<file path="src/rtl/tsd_pkg.sv">
// Package: shared width default and phase encoding for the toggle divider.
// Assumes: nothing beyond IEEE 1800-2017 packages.
package tsd_pkg;

    // Default operand and result width.
    localparam int unsigned TSD_W_DEF = 32;

    // Phase of the handshake decoded from the toggles and the done flag.
    typedef enum logic [1:0] {
        PH_IDLE   = 2'b00,
        PH_ACCEPT = 2'b01,
        PH_EMIT   = 2'b10
    } tsd_phase_e;

endpackage

</file>
<file path="src/rtl/tsd_hs_ctrl.sv">
// Module: tsd_hs_ctrl
// Holds the acknowledge toggle and the done flag. A pending request exists
// while the request toggle differs from the acknowledge toggle. Emission
// (done high) has priority over accepting a new request.
// Assumes: the request toggle is synchronous to clk.
module tsd_hs_ctrl
    import tsd_pkg::*;
(
    input  logic clk,
    input  logic rst_n,
    input  logic req_tgl_i,
    output logic ack_tgl_o,
    output logic done_o,
    output logic load_o
);

    tsd_phase_e phase;

    // Decode the handshake phase; the three phases are mutually exclusive.
    always_comb begin
        if (done_o)
            phase = PH_EMIT;
        else if (req_tgl_i != ack_tgl_o)
            phase = PH_ACCEPT;
        else
            phase = PH_IDLE;
    end

    // Advance the toggle and done state on each edge.
    always_ff @(posedge clk) begin
        if (!rst_n) begin
            ack_tgl_o <= 1'b0;
            done_o    <= 1'b0;
        end else begin
            case (phase)
                PH_ACCEPT: begin
                    ack_tgl_o <= req_tgl_i;
                    done_o    <= 1'b1;
                end
                PH_EMIT:   done_o <= 1'b0;
                default:   ;
            endcase
        end
    end

    // Tell the result registers to load during the emit phase.
    assign load_o = (phase == PH_EMIT);

    p_idle_hold_r2: assert property (@(posedge clk) disable iff (!rst_n)
        (!done_o && (req_tgl_i == ack_tgl_o)) |=> ($stable(ack_tgl_o) && !done_o));

    p_accept_r3: assert property (@(posedge clk) disable iff (!rst_n)
        (!done_o && (req_tgl_i != ack_tgl_o)) |=> (done_o && (ack_tgl_o == $past(req_tgl_i))));

    p_defer_r8: assert property (@(posedge clk) disable iff (!rst_n)
        done_o |=> $stable(ack_tgl_o));

    p_done_single_r10: assert property (@(posedge clk) disable iff (!rst_n)
        done_o |=> !done_o);

endmodule

</file>
<file path="src/rtl/tsd_sdiv_core.sv">
// Module: tsd_sdiv_core
// Combinational signed divide. The quotient is truncated toward zero and the
// remainder takes the sign of the dividend. A zero divisor gives quotient 0
// and remainder equal to the dividend. The most negative value divided by -1
// gives quotient wrapped to the most negative value and remainder 0.
// Assumes: the caller samples the outputs only when it needs them.
module tsd_sdiv_core #(
    parameter int unsigned WIDTH = tsd_pkg::TSD_W_DEF
) (
    input  logic [WIDTH-1:0] dvd_i,
    input  logic [WIDTH-1:0] dvs_i,
    output logic [WIDTH-1:0] quot_o,
    output logic [WIDTH-1:0] rem_o
);

    localparam logic [WIDTH-1:0] MOST_NEG  = {1'b1, {(WIDTH-1){1'b0}}};
    localparam logic [WIDTH-1:0] MINUS_ONE = {WIDTH{1'b1}};

    logic by_zero;
    logic ovf_pair;
    logic signed [WIDTH-1:0] s_dvd;
    logic signed [WIDTH-1:0] s_dvs;

    // Flag the two operand pairs the plain operators do not cover.
    always_comb begin
        by_zero  = (dvs_i == '0);
        ovf_pair = (dvd_i == MOST_NEG) && (dvs_i == MINUS_ONE);
        s_dvd    = signed'(dvd_i);
        s_dvs    = signed'(dvs_i);
    end

    // Select the result for the special cases or the general signed divide.
    always_comb begin
        if (by_zero) begin
            quot_o = '0;
            rem_o  = dvd_i;
        end else if (ovf_pair) begin
            quot_o = MOST_NEG;
            rem_o  = '0;
        end else begin
            quot_o = unsigned'(s_dvd / s_dvs);
            rem_o  = unsigned'(s_dvd % s_dvs);
        end
    end

    // Check the division identity and the remainder sign on every evaluation.
    always_comb begin
        if (!by_zero) begin
            p_identity_r5: assert (WIDTH'(quot_o * dvs_i + rem_o) == dvd_i);
            p_rem_sign_r5: assert ((rem_o == '0) || (rem_o[WIDTH-1] == dvd_i[WIDTH-1]));
        end
    end

endmodule

</file>
<file path="src/rtl/tsd_result_reg.sv">
// Module: tsd_result_reg
// Quotient and remainder registers, loaded only when the handshake
// controller signals the emit phase.
// Assumes: load_i is high for at most one cycle per request.
module tsd_result_reg #(
    parameter int unsigned WIDTH = tsd_pkg::TSD_W_DEF
) (
    input  logic             clk,
    input  logic             rst_n,
    input  logic             load_i,
    input  logic [WIDTH-1:0] quot_d_i,
    input  logic [WIDTH-1:0] rem_d_i,
    output logic [WIDTH-1:0] quot_o,
    output logic [WIDTH-1:0] rem_o
);

    // Capture the divide result on load; hold it otherwise.
    always_ff @(posedge clk) begin
        if (!rst_n) begin
            quot_o <= '0;
            rem_o  <= '0;
        end else if (load_i) begin
            quot_o <= quot_d_i;
            rem_o  <= rem_d_i;
        end
    end

    p_hold_r2: assert property (@(posedge clk) disable iff (!rst_n)
        !load_i |=> ($stable(quot_o) && $stable(rem_o)));

    p_load_r4: assert property (@(posedge clk) disable iff (!rst_n)
        load_i |=> ((quot_o == $past(quot_d_i)) && (rem_o == $past(rem_d_i))));

endmodule

</file>
<file path="src/rtl/tsd_unit_top.sv">
// Module: tgl_sdiv_unit
// Top of the toggle-handshake signed divider. It joins the handshake
// controller, the combinational divide and the result registers.
// Assumes: the controller holds the operands stable up to the done cycle.
module tgl_sdiv_unit #(
    parameter int unsigned WIDTH = tsd_pkg::TSD_W_DEF
) (
    input  logic             clk,
    input  logic             rst_n,
    input  logic [WIDTH-1:0] dvd_i,
    input  logic [WIDTH-1:0] dvs_i,
    input  logic             req_tgl_i,
    output logic             ack_tgl_o,
    output logic             done_o,
    output logic [WIDTH-1:0] quot_o,
    output logic [WIDTH-1:0] rem_o
);

    logic             load;
    logic [WIDTH-1:0] quot_d;
    logic [WIDTH-1:0] rem_d;

    tsd_hs_ctrl u_ctrl (
        .clk       (clk),
        .rst_n     (rst_n),
        .req_tgl_i (req_tgl_i),
        .ack_tgl_o (ack_tgl_o),
        .done_o    (done_o),
        .load_o    (load)
    );

    tsd_sdiv_core #(.WIDTH(WIDTH)) u_core (
        .dvd_i  (dvd_i),
        .dvs_i  (dvs_i),
        .quot_o (quot_d),
        .rem_o  (rem_d)
    );

    tsd_result_reg #(.WIDTH(WIDTH)) u_res (
        .clk      (clk),
        .rst_n    (rst_n),
        .load_i   (load),
        .quot_d_i (quot_d),
        .rem_d_i  (rem_d),
        .quot_o   (quot_o),
        .rem_o    (rem_o)
    );

    p_reset_r1: assert property (@(posedge clk)
        !rst_n |=> (!ack_tgl_o && !done_o && (quot_o == '0) && (rem_o == '0)));

endmodule

</file>
<file path="config.mk">
export PLATFORM = sky130hd
export DESIGN_NAME = tgl_sdiv_unit
export DESIGN_NICKNAME = d
export VERILOG_FILES = /design/src/rtl/tsd_pkg.sv /design/src/rtl/tsd_hs_ctrl.sv /design/src/rtl/tsd_sdiv_core.sv /design/src/rtl/tsd_result_reg.sv /design/src/rtl/tsd_unit_top.sv
export SDC_FILE = /design/constraint.sdc
export NUM_CORES = 2
export LEC_CHECK = 0
export CAP_MARGIN = 10
export CORE_MARGIN = 4
export CORE_UTILIZATION = 40
export CTS_BUF_LIST = sky130_fd_sc_hd__clkbuf_8
export DETAILED_ROUTE_END_ITERATION = 6
export DONT_BUFFER_PORTS = 1
export PLACE_DENSITY = 0.53
export SLEW_MARGIN = 0
export SYNTH_ARGS = -nofsm -noshare
export SYNTH_HDL_FRONTEND = slang
export SYNTH_HIERARCHICAL = 1
export SYNTH_SLANG_ARGS = --single-unit
</file>
<file path="constraint.sdc">
create_clock -name clk -period 127.2 [get_ports clk]
set_clock_uncertainty 0.05 [all_clocks]
set_input_delay 19.08 -clock clk [delete_from_list [all_inputs] [get_ports clk]]
set_output_delay 19.08 -clock clk [all_outputs]
set_load 0.02 [all_outputs]
</file>
==> key figures <==
Synthesis
  • Net Count, Synth: around 6300
  • FFs w/ async S/R, synth: 0%
  • Register area share after synthesis: 3.416%
  • Cell area after synthesis: 0.03868 mm^2
  • Syn_area_per_cell: 6.771 um^2
  • Post-Syn Instances: between 5000 and 6000
  • YS warnings: 6
  • Post-synth cell types: 121
  • Post-synth EDFFs: 0
  • Yosys reg bits: between 60 and 70
  • Ys flop type: dfxtp_1

Status
  • Status: finished, final reports clean

Clocking
  • CTS Hold Bufs: 0
  • Reg clk slew, reported paths: 0.10 ns
  • Root Buffer: clkbuf_8
  • Post_cts resized: 0
  • Setup Buffers After CTS: 0
  • H-tree Lvls: 3
  • Maximum buffer depth of the clock tree: 2
  • CTS tree: built
  • Clk_lat worst skew: 0.43 ns
  • Number of buffers created by CTS: 9
  • Clk sinks: between 60 and 70

Final layout
  • Final non-filler cell total: 6908
  • Share of layout cells above drive strength 1: between 6 and 7%
  • Area growth, synth to finish: 5.392%
  • Final core occ: 42.72%
  • Nets@finish: 6237

Die
  • Die span in x: ~320 um
  • Ports: 133
  • Core footprint: 0.09544 mm^2
  • Die area: 0.1017 mm^2
  • Chip Height: 319.0 um
  • Floorplan row count: about 110
  • Initial core utilization: between 40% and 50%

Placement
  • Pre-CTS WS: 8.918 ns
  • IO Port Bufs: 0
  • Placer Congestion: 1.070
  • Placed Cells: 6887
  • HPWL Detailed: 169.7 mm

GRT
  • First-pass GRT wire length: 301.6 mm
  • Largest net degree at the start of global routing: 67
  • Initial antenna violation count: 12
  • Grt total ovfl: 0
  • Gr usage total: 39.27%
  • Vias in the first global route: 43480

Power and ir drop
  • Logic pwr share: 91.1%
  • Total power of the final layout: 0.0007209 W
  • Clock power frac: 3.3%
  • Pleak: approximately 17 nW
  • Sw Ratio: 62.73%
  • Power per cell area: 17.68 mW/mm^2
  • Cell internal pwr: 0.0002686 W
  • Register share of total power: 5.5%
  • VDD IR max: 0.01736 mV
  • NetSw: 0.0004522 W

Routing
  • DR pass1 iterations: 6
  • DR WL/cell: 30.73 um
  • Final wirelength: between 200 and 250 mm
  • ANT nets after route: 0
  • DR vias: between 40000 and 50000
  • DRC errors left: 0
  • DRT iter0 DRCs: between 5000 and 6000
  • Avg Vias per Cell: between 6 and 7

STA
  • Final WS setup: roughly 5 ns
  • Max Freq: around 8.2 MHz
  • Post-route clock period utilization: 96.14%
  • Max-slew violation count: 0
  • Final Hold Vio Count: 0
  • RSZ-0062 raised after global routing: no
  • Setup TNS: 0 ns
  • Pin slew with the least headroom to its limit: 1.441 ns
  • Fin crit period: 122.29 ns
  • Slew margin rel.: 2.687%
  • Setup violations, final: 0

Worst setup path
  • Cell mode on critical path: ha_1
  • Max stage delay on crit path: 1.11 ns
  • Peak fanout along the critical path: 42
  • Critical path's slowest cell: o221ai_1
  • Element type at the critical path end: register
  • CP Launch Type: input port
  • Crit Path Category: input port to register
  • CP Data Required Time: 127.48 ns
  • Arrival time worst endpoint: 122.56 ns

Flow run
  • Max-cap viol count: 0

Min path
  • Min-Delay Path Class: register to register
[flip-flops by register name, indices dropped and copies added, names as in the netlist]
register and flops:
u_ctrl/ack_tgl_o 1, u_ctrl/done_o 1, u_res/rem_o 32, u_res/quot_o 32
[metrics by stage]
step	cell area (um^2)	hold slack, ns
floorplan	38680	0.5394
global placement	40530	0.5545
detailed placement	40540	0.5609
finish	40770	0.5760
global route	40750	0.5983
CTS	40750	0.5770
[path summary, 6_finish.rpt]
kind | from | endpoint | slack (ns) | depth (start not counted)
worst max-delay path | dvs_i[0] | u_res/rem_o[21]$_SDFFE_PN0P_ | 4.91 | 328
worst min-delay path | u_res/quot_o[3]$_SDFFE_PN0P_ | u_res/quot_o[3]$_SDFFE_PN0P_ | 0.58 | 2
worst max register to register | u_ctrl/done_o$_SDFFE_PN0P_ | u_res/rem_o[21]$_SDFFE_PN0P_ | 125.19 | 3
worst min register to register | u_res/quot_o[3]$_SDFFE_PN0P_ | u_res/quot_o[3]$_SDFFE_PN0P_ | 0.58 | 2
[final cells by class]
cell class                      count  area [um^2]
Clock buffer                       10        137.6
Antenna cell                        5        12.51
Timing Repair Buffer              113        848.3
Clock inverter                      6        72.57
Tap cell                         1265         1583
Multi-Input combinational cell   5280        36180
Inverter                          163        611.8
Sequential cell                    66         1325
Fill cell                       10310        54670
[critical path, delay by kind of cell]
family,cells,cell delay [ns]
AOI/OAI and AO/OA,158,52.40
and+or+nand+nor,115,35.06
adders and majority gates,32,11.00
buffers and inverters,19,3.92
muxes,2,0.46
xor gates and xnor gates,2,0.34
[kinds of logic (layout without fill, tap and decap cells)]
logic type | after synthesis | after routing | share of synthesized area, %
xor gates and xnor gates | 490 | 490 | 11.11
other | 0 | 5 | 0
adders and majority gates | 537 | 537 | 17.39
and+or+nand+nor | 2216 | 2216 | 27.63
muxes | 147 | 147 | 3.956
buffers and inverters | 367 | 292 | 4.037
AOI/OAI and AO/OA | 1890 | 1890 | 32.46
DFF | 66 | 66 | 3.416
[power groups by stage]
stage / sequential [W] / combinational (W) / clock [W]
after floorplan: 0.0000376 / 0.000441 / 0
after global placement: 0.0000405 / 0.000640 / 0
after detailed placement: 0.0000405 / 0.000634 / 0
after CTS: 0.0000400 / 0.000638 / 0.0000248
after global routing: 0.0000407 / 0.000699 / 0.0000253
final: 0.0000398 / 0.000657 / 0.0000240
[cells in the mapped netlist, drive strengths merged, types with 21 or more instances]
| cell | number | area (um^2) |
|---|---|---|
| or4 | 31 | 251.5 |
| a21o | 187 | 1404 |
| o21bai | 44 | 330.3 |
| buf | 72 | 453.0 |
| a21oi | 509 | 2559 |
| a31o | 26 | 227.7 |
| a211oi | 61 | 462.9 |
| inv | 161 | 604.3 |
| xor2 | 189 | 1663 |
| nor3 | 172 | 903.4 |
| and3 | 52 | 325.3 |
| dfxtp | 66 | 1321 |
| nor4 | 65 | 464.2 |
| xnor2 | 301 | 2636 |
| nand3 | 172 | 875.8 |
| o31ai | 56 | 439.2 |
| o21ai | 360 | 1802 |
| nor2 | 626 | 2380 |
| ha | 536 | 6706 |
| mux2 | 44 | 495.5 |
| o21a | 133 | 998.5 |
| a22oi | 22 | 165.2 |
| nand4 | 85 | 531.8 |
| a31oi | 94 | 600.6 |
| nor2b | 105 | 656.9 |
| o211ai | 61 | 476.7 |
| or3 | 77 | 491.7 |
| o221ai | 21 | 190.2 |
| or2 | 42 | 262.8 |
| a211o | 29 | 254.0 |
| clkbuf | 132 | 496.7 |
| mux2i | 103 | 1035 |
| a21boi | 29 | 217.7 |
| nand2b | 45 | 281.5 |
| and2 | 49 | 306.5 |
| nand2 | 628 | 2362 |
[placed cells by master, fill, tap and decap left out, drive strengths merged, types with 18 or more instances in the layout]
cell type and count:
a31o 26, o31ai 56, o221ai 21, or3 77, a21boi 29, nand2 628
or2 42, and2 49, and4 19, a21oi 509, xor2 189, a21o 187
inv 163, mux2i 103, a211o 29, ha 536, o211ai 61, nand4 85
o21a 133, or4 31, and3 52, a211oi 61, nor4 65, o21bai 44
nand2b 45, nand3 172, o22ai 19, dfxtp 66, a22oi 22, xnor2 301
buf 113, a31oi 94, a221oi 18, nor2b 105, a41oi 19, nor2 626
mux2 44, nor3 172, o21ai 360
[layer usage]
metal  global-route usage, %  wire length (um)  up-vias
li1                        -                 -    21230
met1                   50.03             85450    22120
met2                   59.12             87010     2687
met3                   11.54             24550      703
met4                   22.16             15230       10
met5                       0                64        -
Note: power is estimated with default switching activity, not from simulation.
